$ cat src/rtl/dec_regbank_pkg.sv
package dec_regbank_pkg;
    localparam int DW       = 16;
    localparam int AW       = 4;
    localparam int SPARE_N  = 7;
    localparam int KBPS_W   = 9;
    localparam int FSI_W    = 4;
    localparam int HALF     = DW / 2;

    localparam logic [AW-1:0] A_MODE   = 4'd0;
    localparam logic [AW-1:0] A_STAT   = 4'd1;
    localparam logic [AW-1:0] A_CLK    = 4'd2;
    localparam logic [AW-1:0] A_TIME   = 4'd3;
    localparam logic [AW-1:0] A_INFO   = 4'd4;
    localparam logic [AW-1:0] A_HDR0   = 4'd5;
    localparam logic [AW-1:0] A_HDR1   = 4'd6;
    localparam logic [AW-1:0] A_VOL    = 4'd7;
    localparam logic [AW-1:0] A_SPARE0 = 4'd8;

    localparam int MODE_RST_BIT = 2;
    localparam int LVL_STEP1    = 12;
    localparam int LVL_STEP2    = 24;

    typedef struct packed {
        logic [DW-1:0]               mode;
        logic [DW-1:0]               status;
        logic [DW-1:0]               clkcfg;
        logic [DW-1:0]               ptime;
        logic [KBPS_W-1:0]           kbps;
        logic [FSI_W-1:0]            fsidx;
        logic                        stereo;
        logic [DW-1:0]               hdr0;
        logic [DW-1:0]               hdr1;
        logic [DW-1:0]               vol;
        logic [SPARE_N-1:0][DW-1:0]  spare;
    } bank_t;
endpackage

$ cat src/rtl/dec_vol_map.sv
module dec_vol_map
    import dec_regbank_pkg::*;
(
    input  logic [DW-1:0] vol,
    output logic [1:0]    lvl,
    output logic          pd
);
    logic [HALF-1:0] left_att;
    logic [HALF-1:0] right_att;
    logic [HALF-1:0] min_att;

    always_comb begin
        left_att  = vol[DW-1:HALF];
        right_att = vol[HALF-1:0];
        min_att   = (left_att < right_att) ? left_att : right_att;
        if (min_att < HALF'(LVL_STEP1)) begin
            lvl = 2'd0;
        end else if (min_att < HALF'(LVL_STEP2)) begin
            lvl = 2'd1;
        end else begin
            lvl = 2'd3;
        end
        pd = (left_att == {HALF{1'b1}}) && (right_att == {HALF{1'b1}});
    end
endmodule

$ cat src/rtl/dec_info_pack.sv
module dec_info_pack
    import dec_regbank_pkg::*;
(
    input  logic [KBPS_W-1:0] kbps,
    input  logic [FSI_W-1:0]  fsidx,
    input  logic              stereo,
    output logic [DW-1:0]     word
);
    localparam int PAD_W = DW - 1 - FSI_W - KBPS_W;

    always_comb begin
        word = {stereo, {PAD_W{1'b0}}, fsidx, kbps};
    end
endmodule

$ cat src/rtl/dec_rd_mux.sv
module dec_rd_mux
    import dec_regbank_pkg::*;
(
    input  logic [AW-1:0] addr,
    input  bank_t         bank,
    input  logic [DW-1:0] info_word,
    output logic [DW-1:0] rdata
);
    always_comb begin
        rdata = '0;
        unique case (addr)
            A_MODE: rdata = bank.mode;
            A_STAT: rdata = bank.status;
            A_CLK:  rdata = bank.clkcfg;
            A_TIME: rdata = bank.ptime;
            A_INFO: rdata = info_word;
            A_HDR0: rdata = bank.hdr0;
            A_HDR1: rdata = bank.hdr1;
            A_VOL:  rdata = bank.vol;
            default: begin
                for (int i = 0; i < SPARE_N; i++) begin
                    if (addr == A_SPARE0 + AW'(i)) begin
                        rdata = bank.spare[i];
                    end
                end
            end
        endcase
    end
endmodule

$ cat src/rtl/dec_regbank.sv
module dec_regbank
    import dec_regbank_pkg::*;
(
    input  logic              clk,
    input  logic              rst_n,
    input  logic              wr_en,
    input  logic [AW-1:0]     addr,
    input  logic [DW-1:0]     wdata,
    output logic [DW-1:0]     rdata,
    input  logic              time_upd,
    input  logic [DW-1:0]     time_val,
    input  logic              info_upd,
    input  logic [KBPS_W-1:0] info_kbps,
    input  logic [FSI_W-1:0]  info_fsidx,
    input  logic              info_stereo,
    input  logic              hdr_upd,
    input  logic [DW-1:0]     hdr0_val,
    input  logic [DW-1:0]     hdr1_val,
    output logic [DW-1:0]     mode_o,
    output logic [DW-1:0]     vol_o,
    output logic [DW-2:0]     clk_div_o,
    output logic              clk_dbl_en,
    output logic [1:0]        atten_lvl,
    output logic              analog_pd,
    output logic              soft_rst_o
);
    bank_t         bank_d;
    bank_t         bank_q;
    logic [1:0]    new_lvl;
    logic          new_pd;
    logic [DW-1:0] info_word;
    logic          srst_active;

    dec_vol_map u_vol_map (
        .vol (wdata),
        .lvl (new_lvl),
        .pd  (new_pd)
    );

    dec_info_pack u_info_pack (
        .kbps   (bank_q.kbps),
        .fsidx  (bank_q.fsidx),
        .stereo (bank_q.stereo),
        .word   (info_word)
    );

    dec_rd_mux u_rd_mux (
        .addr      (addr),
        .bank      (bank_q),
        .info_word (info_word),
        .rdata     (rdata)
    );

    assign srst_active = bank_q.mode[MODE_RST_BIT];

    always_comb begin
        bank_d = bank_q;

        if (srst_active) begin
            bank_d.mode[MODE_RST_BIT] = 1'b0;
        end

        if (time_upd) begin
            bank_d.ptime = time_val;
        end
        if (info_upd) begin
            bank_d.kbps   = info_kbps;
            bank_d.fsidx  = info_fsidx;
            bank_d.stereo = info_stereo;
        end
        if (hdr_upd) begin
            bank_d.hdr0 = hdr0_val;
            bank_d.hdr1 = hdr1_val;
        end

        if (srst_active) begin
            bank_d.ptime  = '0;
            bank_d.kbps   = '0;
            bank_d.fsidx  = '0;
            bank_d.stereo = 1'b0;
            bank_d.hdr0   = '0;
            bank_d.hdr1   = '0;
        end

        if (wr_en) begin
            unique case (addr)
                A_MODE: bank_d.mode   = wdata;
                A_STAT: bank_d.status = wdata;
                A_CLK:  bank_d.clkcfg = wdata;
                A_VOL: begin
                    bank_d.vol         = wdata;
                    bank_d.status[1:0] = new_lvl;
                    bank_d.status[2]   = new_pd;
                end
                default: begin
                    for (int i = 0; i < SPARE_N; i++) begin
                        if (addr == A_SPARE0 + AW'(i)) begin
                            bank_d.spare[i] = wdata;
                        end
                    end
                end
            endcase
        end
    end

    always_ff @(posedge clk or negedge rst_n) begin
        if (!rst_n) begin
            bank_q <= '0;
        end else begin
            bank_q <= bank_d;
        end
    end

    assign mode_o     = bank_q.mode;
    assign vol_o      = bank_q.vol;
    assign clk_div_o  = bank_q.clkcfg[DW-2:0];
    assign clk_dbl_en = bank_q.clkcfg[DW-1];
    assign atten_lvl  = bank_q.status[1:0];
    assign analog_pd  = bank_q.status[2];
    assign soft_rst_o = srst_active;
endmodule

$ cat config.mk
export PLATFORM = sky130hd
export DESIGN_NAME = dec_regbank
export DESIGN_NICKNAME = d
export VERILOG_FILES = /design/src/rtl/dec_regbank_pkg.sv /design/src/rtl/dec_vol_map.sv /design/src/rtl/dec_info_pack.sv /design/src/rtl/dec_rd_mux.sv /design/src/rtl/dec_regbank.sv
export SDC_FILE = /design/constraint.sdc
export NUM_CORES = 1
export LEC_CHECK = 0
export ABC_CLOCK_PERIOD_IN_PS = 3400
export BUFFER_PORTS_ARGS = -buffer_cell sky130_fd_sc_hd__buf_2
export CAP_MARGIN = 20
export CORE_MARGIN = 1.5
export CORE_UTILIZATION = 55
export DETAILED_ROUTE_END_ITERATION = 6
export MAX_ROUTING_LAYER = met4
export PLACE_DENSITY = 0.76
export SLEW_MARGIN = 40
export SYNTH_ARGS = -nofsm -noshare
export SYNTH_HDL_FRONTEND = slang
export SYNTH_HIERARCHICAL = 1
export SYNTH_SLANG_ARGS = --single-unit
$ cat constraint.sdc
create_clock -name clk -period 3.4 [get_ports clk]
set_input_delay 0.51 -clock clk [delete_from_list [all_inputs] [get_ports clk]]
set_output_delay 0.51 -clock clk [all_outputs]
set_load 0.01 [all_outputs]
==> impl_metrics.ini <==
[global_route]
grt-ovfl-total = 0
grt_max_degree = 93
grt_usage_pct = 29.30
grt_pass1_vias = 8655
grt_first_pass_wirelength_um = 51010
antenna_found_initial = 0

[drt]
post_drt_wl_per_cell_um = 24.17
firstDrtPassIters = 7
drc = 0
postRouteWirelength_um = 32940
antenna_left = 0
num_vias = 8452
drt_iter0_markers = 692
post_drt_via_cell_ratio = 6.201

[floorplanning]
die_h_um = 152.0
core_area_um2 = 21820
dieArea_um2 = 23110
die_width_um = 152.0
io_pins = 156
initial_core_util_pct = 55.97
row_count = 54

[setup_path]
startpoint_type = input pin
slowest_stage = a221oi_1
crit_family = compound AO/OA/AOI/OAI gates
crit_chain = buf_2 > clkinv_1 > a221o_1 > a221oi_1 > a31oi_1 > buf_2
rr_worst_depth = 2
crit_path_frequent_cell = buf_2
cp-end-kind = primary output
worstPathArrival_ns = 2.53
max_stage_delay_ns = 0.53
crit_cells = 6
crit_fanout = 14
crit_required_ns = 2.89
crit_buf_inv = 3
path_class = in -> out

[synthesis]
yosysSeqAreaShare_pct = 48.76
ys_ff_latch = 238
avgSynthCellArea_um2 = 12.39
synth_warnings = 6
netlist_area_um2 = 12220
synth_cell_type_count = 73
syn_inst = 986
synth_edf_count = 0
ys_async_sr_fraction_pct = 100.0
synth_top_flop_cell = dfrtp_1

[sta]
finalSetupTns_ns = 0
hold_viol = 2
rsz0062_at_grt = no
fin_crit_ns = 3.040
relSlewSlack_pct = 43.98
fin_worst_hold_slack_ns = -0.004323
skew_ns = 0.01221
tightest_slew_ns = 0.8378
slew_viol_final = 0
period_share_pct = 89.40
worst_slack_ns = 0.3603
setup_viol = 0
timing.fmax_mhz = 329.0

[finish]
drive_above_1_share_pct = 42.38
antenna_cells = 0
nets = 1158
areaGrowthSynthToFinish_pct = 11.67
fillers = 1718

[power_and_ir_drop]
leakage_nw = 6.442
comb_power_share_pct = 19.1
p_int_mw = 5.981
p_sw_mw = 2.271
powerDensity_nw_per_um2 = 604.9
pwr-share-clk_pct = 35.2
ir_worst_vdd_mv = 0.4624
seqPwrFrac_pct = 45.8
switching_share_pct = 27.52

[place]
dpl.hpwl_um = 22690
place_ws_ns = 0.4255
portBuffers = 155
gp_congestion = 0.8921

[run_status]
violations = hold timing
outcome = finished, violations left

[clocking]
cts_resized = 0
cts-root-buf = clkbuf_16
ctsLongestPathBuffers = 3
numClockSinks = 238
cts_setup_buffers = 0
ctsHoldBuffers = 0
clk_latency_ns = 0.53
htreeDepth = 1
clkTransAtPathRegs_ns = 0.06
cts_tree = done
cts_buffers = 26

[job]
maxCapViolCount = 0

[hold_path]
hold_class = in -> async
metrics by stage:
step	power, mW	utilization (%)	cell area [um2]	instances
CTS	8.273	62.49	13640	1363
detailed placement	5.379	58.42	12750	1315
finish	8.252	62.50	13640	1363
global route	8.576	62.50	13640	1363
global placement	5.314	58.40	12750	1315
floorplan	4.932	-	12220	987
final timing paths:
path / startpoint / slack, ns / endpoint
worst min-delay path: rst_n / -0.004 / bank_q[87]
worst min register to register: bank_q[76] / 0.50 / bank_q[76]
worst max register to register: mode_o[2] / 2.23 / bank_q[157]
worst max-delay path: addr[1] / 0.36 / rdata[10]
max in group asynchronous: rst_n / 2.48 / bank_q[67]
min in group clk: hdr0_val[12] / 0.23 / bank_q[156]
cell families after synthesis:
group / share of synthesized area, %
muxes: 27.44
adders and majority gates: 0.7170
DFF: 48.76
AOI/OAI and AO/OA: 8.286
buffers and inverters: 8.327
other: 0.03070
xor gates and xnor gates: 0.07171
and+or+nand+nor: 6.371
layer usage:
layer	GRT usage (%)	part of all wire (%)	up-vias
met3	4.079	6.2	78
met1	38.48	41	4353
met4	11.28	4.1	0
met2	46.37	48	359
li1	-	-	3662
met5	-	0	-
cell type report:
| cell class | instances | area (um2) | share of cell area (%) |
|---|---|---|---|
| repair buffers | 193 | 1111 | 8.145 |
| inverters | 21 | 78.83 | 0.5779 |
| well taps | 280 | 350.3 | 2.568 |
| multi-input cells | 583 | 5255 | 38.52 |
| clock buffers | 39 | 790.8 | 5.797 |
| flip-flops and latches | 238 | 5957 | 43.67 |
| clock inverters | 9 | 97.59 | 0.7155 |
synth_stat cells, types with 5 or more instances:
library cell    n  area (um2)
clkbuf_1       31       116.4
nand4_1         5       31.28
o21ai_0         9       45.04
a31oi_1        11       68.82
a22o_1         12       105.1
buf_4          73       548.0
a221o_1         8       80.08
a21oi_1        23       115.1
mux2_4         11       165.2
a211oi_1        6       45.04
mux4_1          5       131.4
mux2i_1        87       870.8
nor2_1         74       277.8
inv_1          19       71.32
ha_1            7       87.58
mux2_2        184        2072
buf_2          29       145.1
a22oi_1        14       105.1
a221oi_1        7       61.31
dfrtp_1       238        5956
a222oi_1       13       130.1
nand3b_1        5       37.54
nand2_1        21       78.83
nand3_1         6       30.03
buf_6           5       56.30
layout by cell type, fill, tap and decap left out, types with 4 or more instances in the layout:
| master | netlist | final |
|---|---|---|
| nand2b_1 | 4 | 4 |
| a221oi_1 | 7 | 7 |
| mux4_2 | 4 | 4 |
| a222oi_1 | 13 | 13 |
| nand3b_1 | 5 | 5 |
| a221o_1 | 8 | 8 |
| clkinv_2 | 0 | 6 |
| clkbuf_8 | 0 | 7 |
| inv_1 | 19 | 19 |
| nand3_1 | 6 | 6 |
| mux2_2 | 184 | 184 |
| dfrtp_1 | 238 | 237 |
| nand2_1 | 21 | 20 |
| o21ai_0 | 9 | 9 |
| buf_2 | 29 | 153 |
| a31oi_1 | 11 | 11 |
| a22o_1 | 12 | 12 |
| ha_1 | 7 | 7 |
| a211oi_1 | 6 | 6 |
| clkbuf_1 | 31 | 5 |
| and3b_1 | 4 | 4 |
| mux2i_1 | 87 | 87 |
| clkbuf_16 | 0 | 27 |
| a21oi_1 | 23 | 23 |
| nor2_1 | 74 | 74 |
| nand4_1 | 5 | 5 |
| nor3_1 | 4 | 4 |
| mux4_1 | 5 | 5 |
| nor3b_2 | 3 | 4 |
| a22oi_1 | 14 | 14 |
| mux2_4 | 11 | 11 |
| buf_4 | 73 | 36 |
power by group through the flow:
stage | combinational [mW] | sequential, mW | clock (mW)
after floorplan | 1.27 | 3.66 | 0
after global placement | 1.52 | 3.80 | 0
after detailed placement | 1.56 | 3.82 | 0
after CTS | 1.57 | 3.77 | 2.93
after global routing | 1.69 | 3.84 | 3.04
final | 1.57 | 3.78 | 2.90
registers in the layout, indices dropped and copies added (netlist names):
name,cells
clk_div_o,15
vol_o,16
clk_dbl_en,1
analog_pd,1
atten_lvl,2
mode_o,16
bank_q,187
(Power assumes the default switching activity.)
